==> src/rtl/ioperm_pkg.sv <==
package ioperm_pkg;
  typedef enum logic [1:0] {
    SZ_BYTE  = 2'd0,
    SZ_WORD  = 2'd1,
    SZ_DWORD = 2'd2
  } size_code_t;

  typedef enum logic [1:0] {
    ST_IDLE = 2'd0,
    ST_RD   = 2'd1,
    ST_WT   = 2'd2
  } io_state_t;

  function automatic logic [3:0] span_mask(input size_code_t sz);
    case (sz)
      SZ_BYTE:  span_mask = 4'b0001;
      SZ_WORD:  span_mask = 4'b0011;
      default:  span_mask = 4'b1111;
    endcase
  endfunction
endpackage

==> src/rtl/ioperm_decode.sv <==
module ioperm_decode
  import ioperm_pkg::*;
#(
  parameter int PORT_W     = 16,
  parameter int VA_W       = 64,
  parameter int PAGE_SHIFT = 12,
  parameter int PPP_LG     = 2
) (
  input  logic [7:0]        opcode,
  input  logic [7:0]        imm,
  input  logic [PORT_W-1:0] dx,
  input  logic              op32,
  input  logic [1:0]        cpl,
  input  logic [1:0]        iopl,
  input  logic              pe,
  input  logic              vm,
  input  logic              io_chk,
  input  logic [VA_W-1:0]   io_base,
  output logic [PORT_W-1:0] port,
  output size_code_t        size,
  output logic              need_bm,
  output logic [VA_W-1:0]   vaddr
);
  localparam int PG_BITS = PORT_W - PPP_LG;

  logic [VA_W-1:0] page_part;
  logic [VA_W-1:0] off_part;

  always_comb begin
    port = opcode[3] ? dx : {{(PORT_W-8){1'b0}}, imm};
    if (!opcode[0])  size = SZ_BYTE;
    else if (op32)   size = SZ_DWORD;
    else             size = SZ_WORD;
    need_bm   = pe && io_chk && (vm || (cpl > iopl));
    page_part = VA_W'(port[PORT_W-1 -: PG_BITS]) << PAGE_SHIFT;
    off_part  = VA_W'(port[PAGE_SHIFT-1:0]);
    vaddr     = io_base | page_part | off_part;
  end
endmodule

==> src/rtl/ioperm_bmcheck.sv <==
module ioperm_bmcheck
  import ioperm_pkg::*;
#(
  parameter int PORT_W = 16,
  parameter int WORD_W = 16
) (
  input  logic [PORT_W-1:0]        port,
  input  size_code_t               size,
  input  logic [2*WORD_W-1:0]      words,
  output logic [PORT_W-$clog2(WORD_W)-1:0] word_idx,
  output logic                     hit
);
  localparam int WLG = $clog2(WORD_W);

  logic [2*WORD_W-1:0] window;

  always_comb begin
    word_idx = port[PORT_W-1:WLG];
    window   = words >> port[WLG-1:0];
    hit      = |(window[3:0] & span_mask(size));
  end
endmodule

==> src/rtl/ioperm_unit.sv <==
module ioperm_unit
  import ioperm_pkg::*;
#(
  parameter int PORT_W     = 16,
  parameter int VA_W       = 64,
  parameter int PAGE_SHIFT = 12,
  parameter int PPP_LG     = 2,
  parameter int WORD_W     = 16,
  localparam int AW        = PORT_W - $clog2(WORD_W)
) (
  input  logic              clk,
  input  logic              rst_n,
  input  logic              req_valid,
  output logic              req_ready,
  input  logic [7:0]        req_opcode,
  input  logic [7:0]        req_imm,
  input  logic [PORT_W-1:0] req_dx,
  input  logic              req_op32,
  input  logic [1:0]        cpl,
  input  logic [1:0]        iopl,
  input  logic              pe,
  input  logic              vm,
  input  logic              io_chk,
  input  logic              xlate_en,
  input  logic              addr_unimpl,
  input  logic [VA_W-1:0]   io_base,
  output logic              bm_rd_en,
  output logic [AW-1:0]     bm_rd_addr,
  input  logic [2*WORD_W-1:0] bm_rd_data,
  output logic              rsp_valid,
  output logic              rsp_fault,
  output logic [VA_W-1:0]   rsp_vaddr,
  output logic [1:0]        rsp_size
);
  io_state_t         state;
  logic [PORT_W-1:0] dec_port, lat_port;
  size_code_t        dec_size, lat_size;
  logic              dec_need;
  logic [VA_W-1:0]   dec_vaddr, lat_vaddr;
  logic              lat_xfault;
  logic              bm_hit;
  logic              accept;

  ioperm_decode #(.PORT_W(PORT_W), .VA_W(VA_W), .PAGE_SHIFT(PAGE_SHIFT), .PPP_LG(PPP_LG)) u_dec (
    .opcode(req_opcode), .imm(req_imm), .dx(req_dx), .op32(req_op32),
    .cpl(cpl), .iopl(iopl), .pe(pe), .vm(vm), .io_chk(io_chk), .io_base(io_base),
    .port(dec_port), .size(dec_size), .need_bm(dec_need), .vaddr(dec_vaddr)
  );

  ioperm_bmcheck #(.PORT_W(PORT_W), .WORD_W(WORD_W)) u_bm (
    .port(lat_port), .size(lat_size), .words(bm_rd_data),
    .word_idx(bm_rd_addr), .hit(bm_hit)
  );

  assign req_ready = (state == ST_IDLE);
  assign accept    = req_valid && req_ready;
  assign bm_rd_en  = (state == ST_RD);

  always_ff @(posedge clk or negedge rst_n) begin
    if (!rst_n) begin
      state      <= ST_IDLE;
      lat_port   <= '0;
      lat_size   <= SZ_BYTE;
      lat_vaddr  <= '0;
      lat_xfault <= 1'b0;
      rsp_valid  <= 1'b0;
      rsp_fault  <= 1'b0;
      rsp_vaddr  <= '0;
      rsp_size   <= 2'd0;
    end else begin
      rsp_valid <= 1'b0;
      case (state)
        ST_IDLE: if (accept) begin
          if (dec_need) begin
            lat_port   <= dec_port;
            lat_size   <= dec_size;
            lat_vaddr  <= dec_vaddr;
            lat_xfault <= !xlate_en || addr_unimpl;
            state      <= ST_RD;
          end else begin
            rsp_valid <= 1'b1;
            rsp_fault <= !xlate_en || addr_unimpl;
            rsp_vaddr <= dec_vaddr;
            rsp_size  <= dec_size;
          end
        end
        ST_RD: state <= ST_WT;
        ST_WT: begin
          rsp_valid <= 1'b1;
          rsp_fault <= lat_xfault || bm_hit;
          rsp_vaddr <= lat_vaddr;
          rsp_size  <= lat_size;
          state     <= ST_IDLE;
        end
        default: state <= ST_IDLE;
      endcase
    end
  end

  a_r3_direct_no_read: assert property (@(posedge clk) disable iff (!rst_n)
    (accept && !dec_need) |=> (rsp_valid && !bm_rd_en));
  a_r4_read_then_resp: assert property (@(posedge clk) disable iff (!rst_n)
    bm_rd_en |=> ##1 rsp_valid);
  a_r8_busy_not_ready: assert property (@(posedge clk) disable iff (!rst_n)
    bm_rd_en |-> !req_ready);
  a_r2_size_legal: assert property (@(posedge clk) disable iff (!rst_n)
    rsp_valid |-> (rsp_size != 2'd3));
  a_r6_xlate_fault: assert property (@(posedge clk) disable iff (!rst_n)
    (accept && !dec_need && (!xlate_en || addr_unimpl)) |=> rsp_fault);
endmodule

==> config.mk <==
export PLATFORM = sky130hd
export DESIGN_NAME = ioperm_unit
export DESIGN_NICKNAME = d
export VERILOG_FILES = /design/src/rtl/ioperm_pkg.sv /design/src/rtl/ioperm_decode.sv /design/src/rtl/ioperm_bmcheck.sv /design/src/rtl/ioperm_unit.sv
export SDC_FILE = /design/constraint.sdc
export NUM_CORES = 1
export LEC_CHECK = 0
export CORE_UTILIZATION = 49
export CTS_CLUSTER_SIZE = 16
export DETAILED_ROUTE_END_ITERATION = 10
export MAX_ROUTING_LAYER = met4
export PLACE_DENSITY_LB_ADDON = 0.08
export SYNTH_ARGS = -nofsm -noshare
export SYNTH_HDL_FRONTEND = slang
export SYNTH_HIERARCHICAL = 1
export SYNTH_SLANG_ARGS = --single-unit
==> constraint.sdc <==
create_clock -name clk -period 2.85 [get_ports clk]
set_clock_uncertainty 0.15 [all_clocks]
set_input_delay 0.855 -clock clk [delete_from_list [all_inputs] [get_ports clk]]
set_output_delay 0.855 -clock clk [all_outputs]
set_load 0.02 [all_outputs]
==> results of run 1 <==
-- final timing paths --
path / to / slack [ns] / cells past startpoint
worst max-delay path: lat_vaddr[24]$_DFFE_PN0P_ / 0.03 / 9
worst min-delay path: lat_vaddr[9]$_DFFE_PN0P_ / 0.20 / 1
worst max register to register: rsp_fault$_DFFE_PN0P_ / 0.34 / 9
worst min register to register: lat_vaddr[5]$_DFFE_PN0P_ / 0.35 / 1
max in group asynchronous: lat_vaddr[51]$_DFFE_PN0P_ / 1.65 / 2
min in group clk: lat_vaddr[5]$_DFFE_PN0P_ / 0.35 / 1
-- where the power goes --
part	total, W	switching (W)	internal [W]
logic	0.00217	0.000884	0.00129
clock network	0.00242	0.000867	0.00155
registers	0.00304	0.000333	0.00271
total	0.00763	0.00208	0.00555
-- routing by layer --
metal / global-route usage [%] / routed length (um)
met2: 36.34 / 8927
met1: 24.48 / 7467
met3: 6.606 / 1031
met4: 6.298 / 189
met5: - / 0
-- through the flow --
stage	instances	TNS, ns
after floorplan	584	0
after global placement	947	-62.53
after detailed placement	947	-67.96
after CTS	978	0
after global routing	987	-0.001106
final	987	0
-- cell families (layout without fill, tap and decap cells) --
logic type / after synthesis / count (layout)
fa+ha+maj: 2 / 2
buf+inv: 92 / 279
simple gates: 70 / 70
compound gates: 27 / 27
mux: 240 / 240
flops: 153 / 153
-- state kept, by name (all words and copies together), names as in the netlist --
signal and count:
lat_port 16, lat_vaddr 64, rsp_vaddr 64, rsp_size 2
rsp_valid 1, rsp_fault 1, state 2, lat_xfault 1
lat_size 2
-- cell usage in the layout, fill, tap and decap left out, drive strengths merged, types with 2 or more instances in the layout --
master,synthesis,layout
nand2b,16,16
dfrtp,153,153
buf,81,31
clkinvlp,0,2
bufinv,0,5
and2,9,9
clkinv,0,3
o2111ai,2,2
a21oi,4,4
or2,14,14
a211oi,2,2
nor2b,8,8
inv,11,12
clkdlybuf4s50,0,200
o21ai,7,7
a221oi,2,2
nand2,2,2
dlymetal6s2s,0,2
o211ai,2,2
ha,2,2
nor2,13,13
mux2i,21,21
nor3,2,2
mux2,219,219
clkbuf,0,24
-- repair_timing --
| item | CTS | global route |
|---|---|---|
| buffers inserted | 0 | 3 |
| cloned | 0 | 6 |
| endpoints found under the setup margin | 81 | 76 |
| gates resized for setup | 1 | 5 |
| pin swaps | 1 | 1 |
-- worst register-to-register path, delay by kind of cell (launching register included) --
| kind | cells | cell delay (ns) |
|---|---|---|
| buf+inv | 2 | 0.45 |
| compound gates | 3 | 0.58 |
| mux | 3 | 0.58 |
| flops | 1 | 0.53 |
| simple gates | 1 | 0.10 |
-- final cells by class --
type / count / area, um^2
Sequential cell: 153 / 3829
Clock inverter: 11 / 196.4
Clock buffer: 20 / 436.7
Multi-Input combinational cell: 339 / 3491
Fill cell: 1153 / 5080
Inverter: 11 / 41.29
Tap cell: 216 / 270.3
Timing Repair Buffer: 237 / 2484
==> metrics.md, run 1 <==
| Metric | Value |
|---|---|
| Netlist cell types | `41` |
| Area grow syn2layout | `35.64%` |
| Final Cell Area | `0.01075 mm^2` |
| CTS tree | `yes` |
| Worst hold margin | `0.2048 ns` |
| Critical path type | `input port to register` |
| Xor and xnor area share after synthesis | `0%` |
| Worst Setup SP | `iopl[1]` |
| Fin crit share | `99.03%` |
| Chip height | `129.2 um` |
| PortBufs | `203` |
| Clock Sink Count | `153` |
| Overall routing resource usage | `21.50%` |
| Worst-Skew Late Latency | `0.41 ns` |
| Post-DP HPWL | `11940 um` |
| Syn Nets | `727` |
| Initial antenna violation count | `0` |
| Slowest stage cell on the critical path | `clkdlybuf4s50_1` |
| Final #Nets | `902` |
| Share of cells above drive strength 1 | `38.26%` |
| CP top delay family | `buffers and inverters` |
| Hold Fails Final Rpt | `0` |
| Clock Path Buffers | `2` |
| Clk slew on worst S/H paths | `0.06 ns` |
| Share of Yosys cell area claimed by the top area cell type | `48.32%` |
| Gate count of the mapped netlist | `584` |
| Multiplexer share of the synthesized area | `35.34%` |
| Starting Density | `50.06%` |
| Top_reg_cell synth | `dfrtp_1` |
| Ant diodes | `0` |
| Drt wl/cell | `17.85 um` |
| Worst-Margin Slew | `0.7587 ns` |
| Max Cap Viol | `0` |
| Simple-Gate Fraction of Synth Area | `5.448%` |
| Relative max-transition margin | `49.42%` |
| Pwr per Cell Area | `710.0 mW/mm^2` |
| DRC violations left | `0` |
| Min Tclk post-route | `2.822 ns` |
| YS warnings | `6` |
| I/O Pins | `223` |
| Tot Pwr | `0.007631 W` |
| Largest family of logic cells by synthesized area | `multiplexers` |
| Max FO, Critical Path | `7` |
| Vias | `5031` |
| Final WS setup | `0.02779 ns` |
| Final core utilization | `67.91%` |
| Antenna Nets Post-Route | `0` |
| Routability cong. | `0.8032` |
| Critical path endpoint category | `register` |
| Startpoint types | `input port` |
| DRT Wirelength | `17620 um` |
| First-pass GRT wire length | `26530 um` |
| Initial drt markers | `156` |
| Core Area | `0.01583 mm^2` |
| Post-Synth Adder-Cell Area | `0.3158%` |
| Post-Place Worst Slack | `-0.5550 ns` |
| Worst Path Arrival | `2.96 ns` |
| Post-Syn Area per Cell | `13.57 um^2` |
| DR vias/cell | `5.097` |
| Synth Area in Compound Gates | `2.479%` |
| Die Width | `129.2 um` |
| Critical R2R Launch | `lat_port[1]$_DFFE_PN0P_` |
| Clock root buffer | `clkbuf_16` |
| Top post-synthesis cells by area | `dfrtp_1 48%, mux2_2 26%, mux2_4 6.3%` |
| #FFs+latches synth | `153` |
| Site Rows | `46` |
| Die area | `0.01668 mm^2` |
| Remaining Overflow, GRT | `0` |
| Placement Cell Area | `0.009931 mm^2` |
| Fmax | `354.3 MHz` |
| Cell area after synthesis | `0.007924 mm^2` |
| Largest net degree at the start of global routing | `60` |
| Sequential area share after synthesis | `48.32%` |
| Lkg Pwr | `4.439 nW` |
| Most frequent cell after synthesis | `mux2_2` |
| Crit-path cells | `clkdlybuf4s50_1, inv_2, ha_4, and3b_1, a211oi_2, and4bb_4, buf_12, clkbuf_16, mux2_2` |
| Critical Path RT | `2.99 ns` |
| Cts hold-fix bufs | `0` |
| CP Buf/Inv Count | `4` |
| Status | `complete, no violations` |
| Delay of the slowest cell on the worst path | `0.47 ns` |
| Final setup fails | `0` |
| CTS Buf Count | `17` |
| Vias in the first global route | `5330` |
| VDD IR-drop max | `0.0004809 V` |
| HP Class | `input port to asynchronous set/reset pin` |
| Pins over their slew limit | `0` |
| DRT Pass-1 Iters | `4` |
| EDFF count, synth | `0` |
| Post-synthesis async set-or-reset flop share | `100.0%` |
| Synth area leader | `dfrtp_1` |
| Commonest cells post-synth | `186 x mux2_2, 153 x dfrtp_1, 58 x buf_4` |
| H-tree levels | `4` |
(Power assumes the default switching activity.)
==> inputs of run 2 (changes only) <==
Settings changed: CTS_CLUSTER_DIAMETER set to 50.
Clock period 2.85 ns to 3.2 ns, I/O delays scaled along.
==> metrics.md, run 2 (synthesis gave the netlist of run 1 again) <==
| Metric | Value |
|---|---|
| Final setup fails | `0` |
| Non-filler cells in the finished layout | `968` |
| Crit-path cells | `clkdlybuf4s50_1, inv_1, ha_1, and3b_1, a211oi_1, and4bb_4, buf_12, mux2_2` |
| DRC violations left | `0` |
| Post-Place Worst Slack | `-0.3136 ns` |
| DR vias/cell | `5.115` |
| Hold Fails Final Rpt | `0` |
| Startpoint types | `input port` |
| Top flop regs | `lat_vaddr (64), rsp_vaddr (64), lat_port (16)` |
| CP top delay family | `buffers and inverters` |
| Min Tclk post-route | `3.073 ns` |
| Remaining Overflow, GRT | `0` |
| Max FO, Critical Path | `39` |
| DRT Pass-1 Iters | `6` |
| Post-CTS Resized | `0` |
| Share of cells above drive strength 1 | `36.70%` |
| Cts hold-fix bufs | `0` |
| Ant diodes | `0` |
| Pins over their slew limit | `0` |
| Most frequent cells in the layout | `202 x clkdlybuf4s50_1, 186 x mux2_2, 153 x dfrtp_1, 33 x mux2_4, 21 x mux2i_1` |
| H-tree levels | `4` |
| Vias | `4951` |
| Max Cap Viol | `0` |
| Clock Path Buffers | `2` |
| Fmax | `325.4 MHz` |
| DRT Wirelength | `16580 um` |
| Vias in the first global route | `5243` |
| Placement Cell Area | `0.009823 mm^2` |
| Critical R2R Launch | `lat_port[1]$_DFFE_PN0P_` |
| Largest net degree at the start of global routing | `60` |
| Die area | `0.01668 mm^2` |
| Worst Path Arrival | `3.22 ns` |
| Lkg Pwr | `4.257 nW` |
| VDD IR-drop max | `0.0003615 V` |
| Critical path endpoint category | `register` |
| Overall routing resource usage | `21.37%` |
| Die Width | `129.2 um` |
| Chip height | `129.2 um` |
| Slowest stage cell on the critical path | `clkdlybuf4s50_1` |
| Initial antenna violation count | `0` |
| Area grow syn2layout | `31.12%` |
| Final WS setup | `0.1266 ns` |
| Status | `complete, no violations` |
| Initial drt markers | `199` |
| Starting Density | `50.06%` |
| CTS Buf Count | `17` |
| PortBufs | `203` |
| Clock Sink Count | `153` |
| Drt wl/cell | `17.13 um` |
| Internal reg-to-reg setup slack | `0.59 ns` |
| Setup TNS | `0 ns` |
| Routability cong. | `0.8256` |
| Final #Nets | `882` |
| CP Buf/Inv Count | `3` |
| Most common cell after layout, fill and taps aside | `clkdlybuf4s50_1` |
| Relative max-transition margin | `49.83%` |
| Hold path cells | `1` |
| DP Cell Count | `936` |
| Clock root buffer | `clkbuf_16` |
| Clk slew on worst S/H paths | `0.06 ns` |
| Critical Path RT | `3.35 ns` |
| Postcts setup bufs | `0` |
| Final Cell Area | `0.01039 mm^2` |
| HP Class | `register to register` |
| First-pass GRT wire length | `26430 um` |
| Antenna Nets Post-Route | `0` |
| Reg2Reg Depth | `9` |
| Worst-Skew Late Latency | `0.42 ns` |
| Fin crit share | `96.04%` |
| Post-DP HPWL | `11740 um` |
| Worst-Margin Slew | `0.7526 ns` |
| Hold Path End | `rsp_vaddr[42]$_DFFE_PN0P_` |
| R2R Path End | `rsp_fault$_DFFE_PN0P_` |
| RSZ-0062 raised after global routing | `no` |
| Site Rows | `46` |
| I/O Pins | `223` |
| Pwr per Cell Area | `624.8 mW/mm^2` |
| Delay of the slowest cell on the worst path | `0.46 ns` |
| Core Area | `0.01583 mm^2` |
| Critical path type | `input port to register` |
| CTS tree | `yes` |
| Worst Min Path Start | `rsp_vaddr[42]$_DFFE_PN0P_` |
[run 2: changes by cell type in the layout (fill, tap and decap cells not counted), moves of 2 or more]
cell and delta:
clkdlybuf4s50_1 +2, clkbuf_16 -4, buf_6 -2, clkbuf_8 +3
buf_4 -11, bufinv_16 -4, buf_12 -3, clkinv_2 +5
clkbuf_1 -3, dlymetal6s2s_1 -2
[run 2: final cells by class]
class | instances | area, um^2
Inverter | 11 | 41.29
Sequential cell | 153 | 3829
Timing Repair Buffer | 217 | 2213
Clock buffer | 20 | 466.7
Multi-Input combinational cell | 339 | 3470
Tap cell | 216 | 270.3
Fill cell | 1181 | 5438
Clock inverter | 12 | 100.1
[run 2: how the worst max path moves through the flow]
stage               startpoint                        end  slack (ns)  cells after the start
finish                  cpl[0]  lat_vaddr[61]$_DFFE_PN0P_        0.13                      8
global route            cpl[0]  lat_vaddr[19]$_DFFE_PN0P_        0.02                      8
CTS                     cpl[0]  lat_vaddr[23]$_DFFE_PN0P_        0.13                      8
detailed placement      cpl[0]  lat_vaddr[50]$_DFFE_PN0P_       -0.31                      8
global placement        cpl[0]  lat_vaddr[48]$_DFFE_PN0P_       -0.29                      8
floorplan               cpl[0]    lat_port[0]$_DFFE_PN0P_        0.34                      8
[run 2: through the flow]
step           power (W)  hold slack [ns]  utilization, %
4_1_cts         0.006571           0.3552           65.64
2_1_floorplan   0.003907           0.3205               -
6_report        0.006491           0.3530           65.64
3_3_place_gp    0.004556           0.3330           62.06
3_5_place_dp    0.004639           0.3413           62.06
5_1_grt         0.006833           0.3685           65.64
[run 2: metal layers]
metal  part of all wire [%]  GRT usage [%]  vias to the layer above  routed length, um
li1                       -              -                     2327                  -
met1                     43          25.26                     2468               7054
met2                     50          34.47                      135               8244
met3                    6.2          6.771                       21               1031
met4                    1.5          7.197                        0                251
met5                      0              -                        -                  0
[run 2: power breakdown]
| group | internal, W | switching [W] | leakage (nW) |
|---|---|---|---|
| clock | 0.00112 | 0.000775 | 0.277 |
| sequential | 0.00241 | 0.000304 | 1.78 |
| combinational | 0.00112 | 0.000763 | 2.20 |
[run 2: worst reg2reg max path: stages (launching register included)]
cell and delay (ns):
dfrtp_1 0.71, buf_4 0.27, mux2i_1 0.25, o211ai_1 0.12
o21ai_1 0.12, o2111ai_1 0.13, a32o_1 0.30, nor2_1 0.10
mux2i_1 0.07, mux2_2 0.28
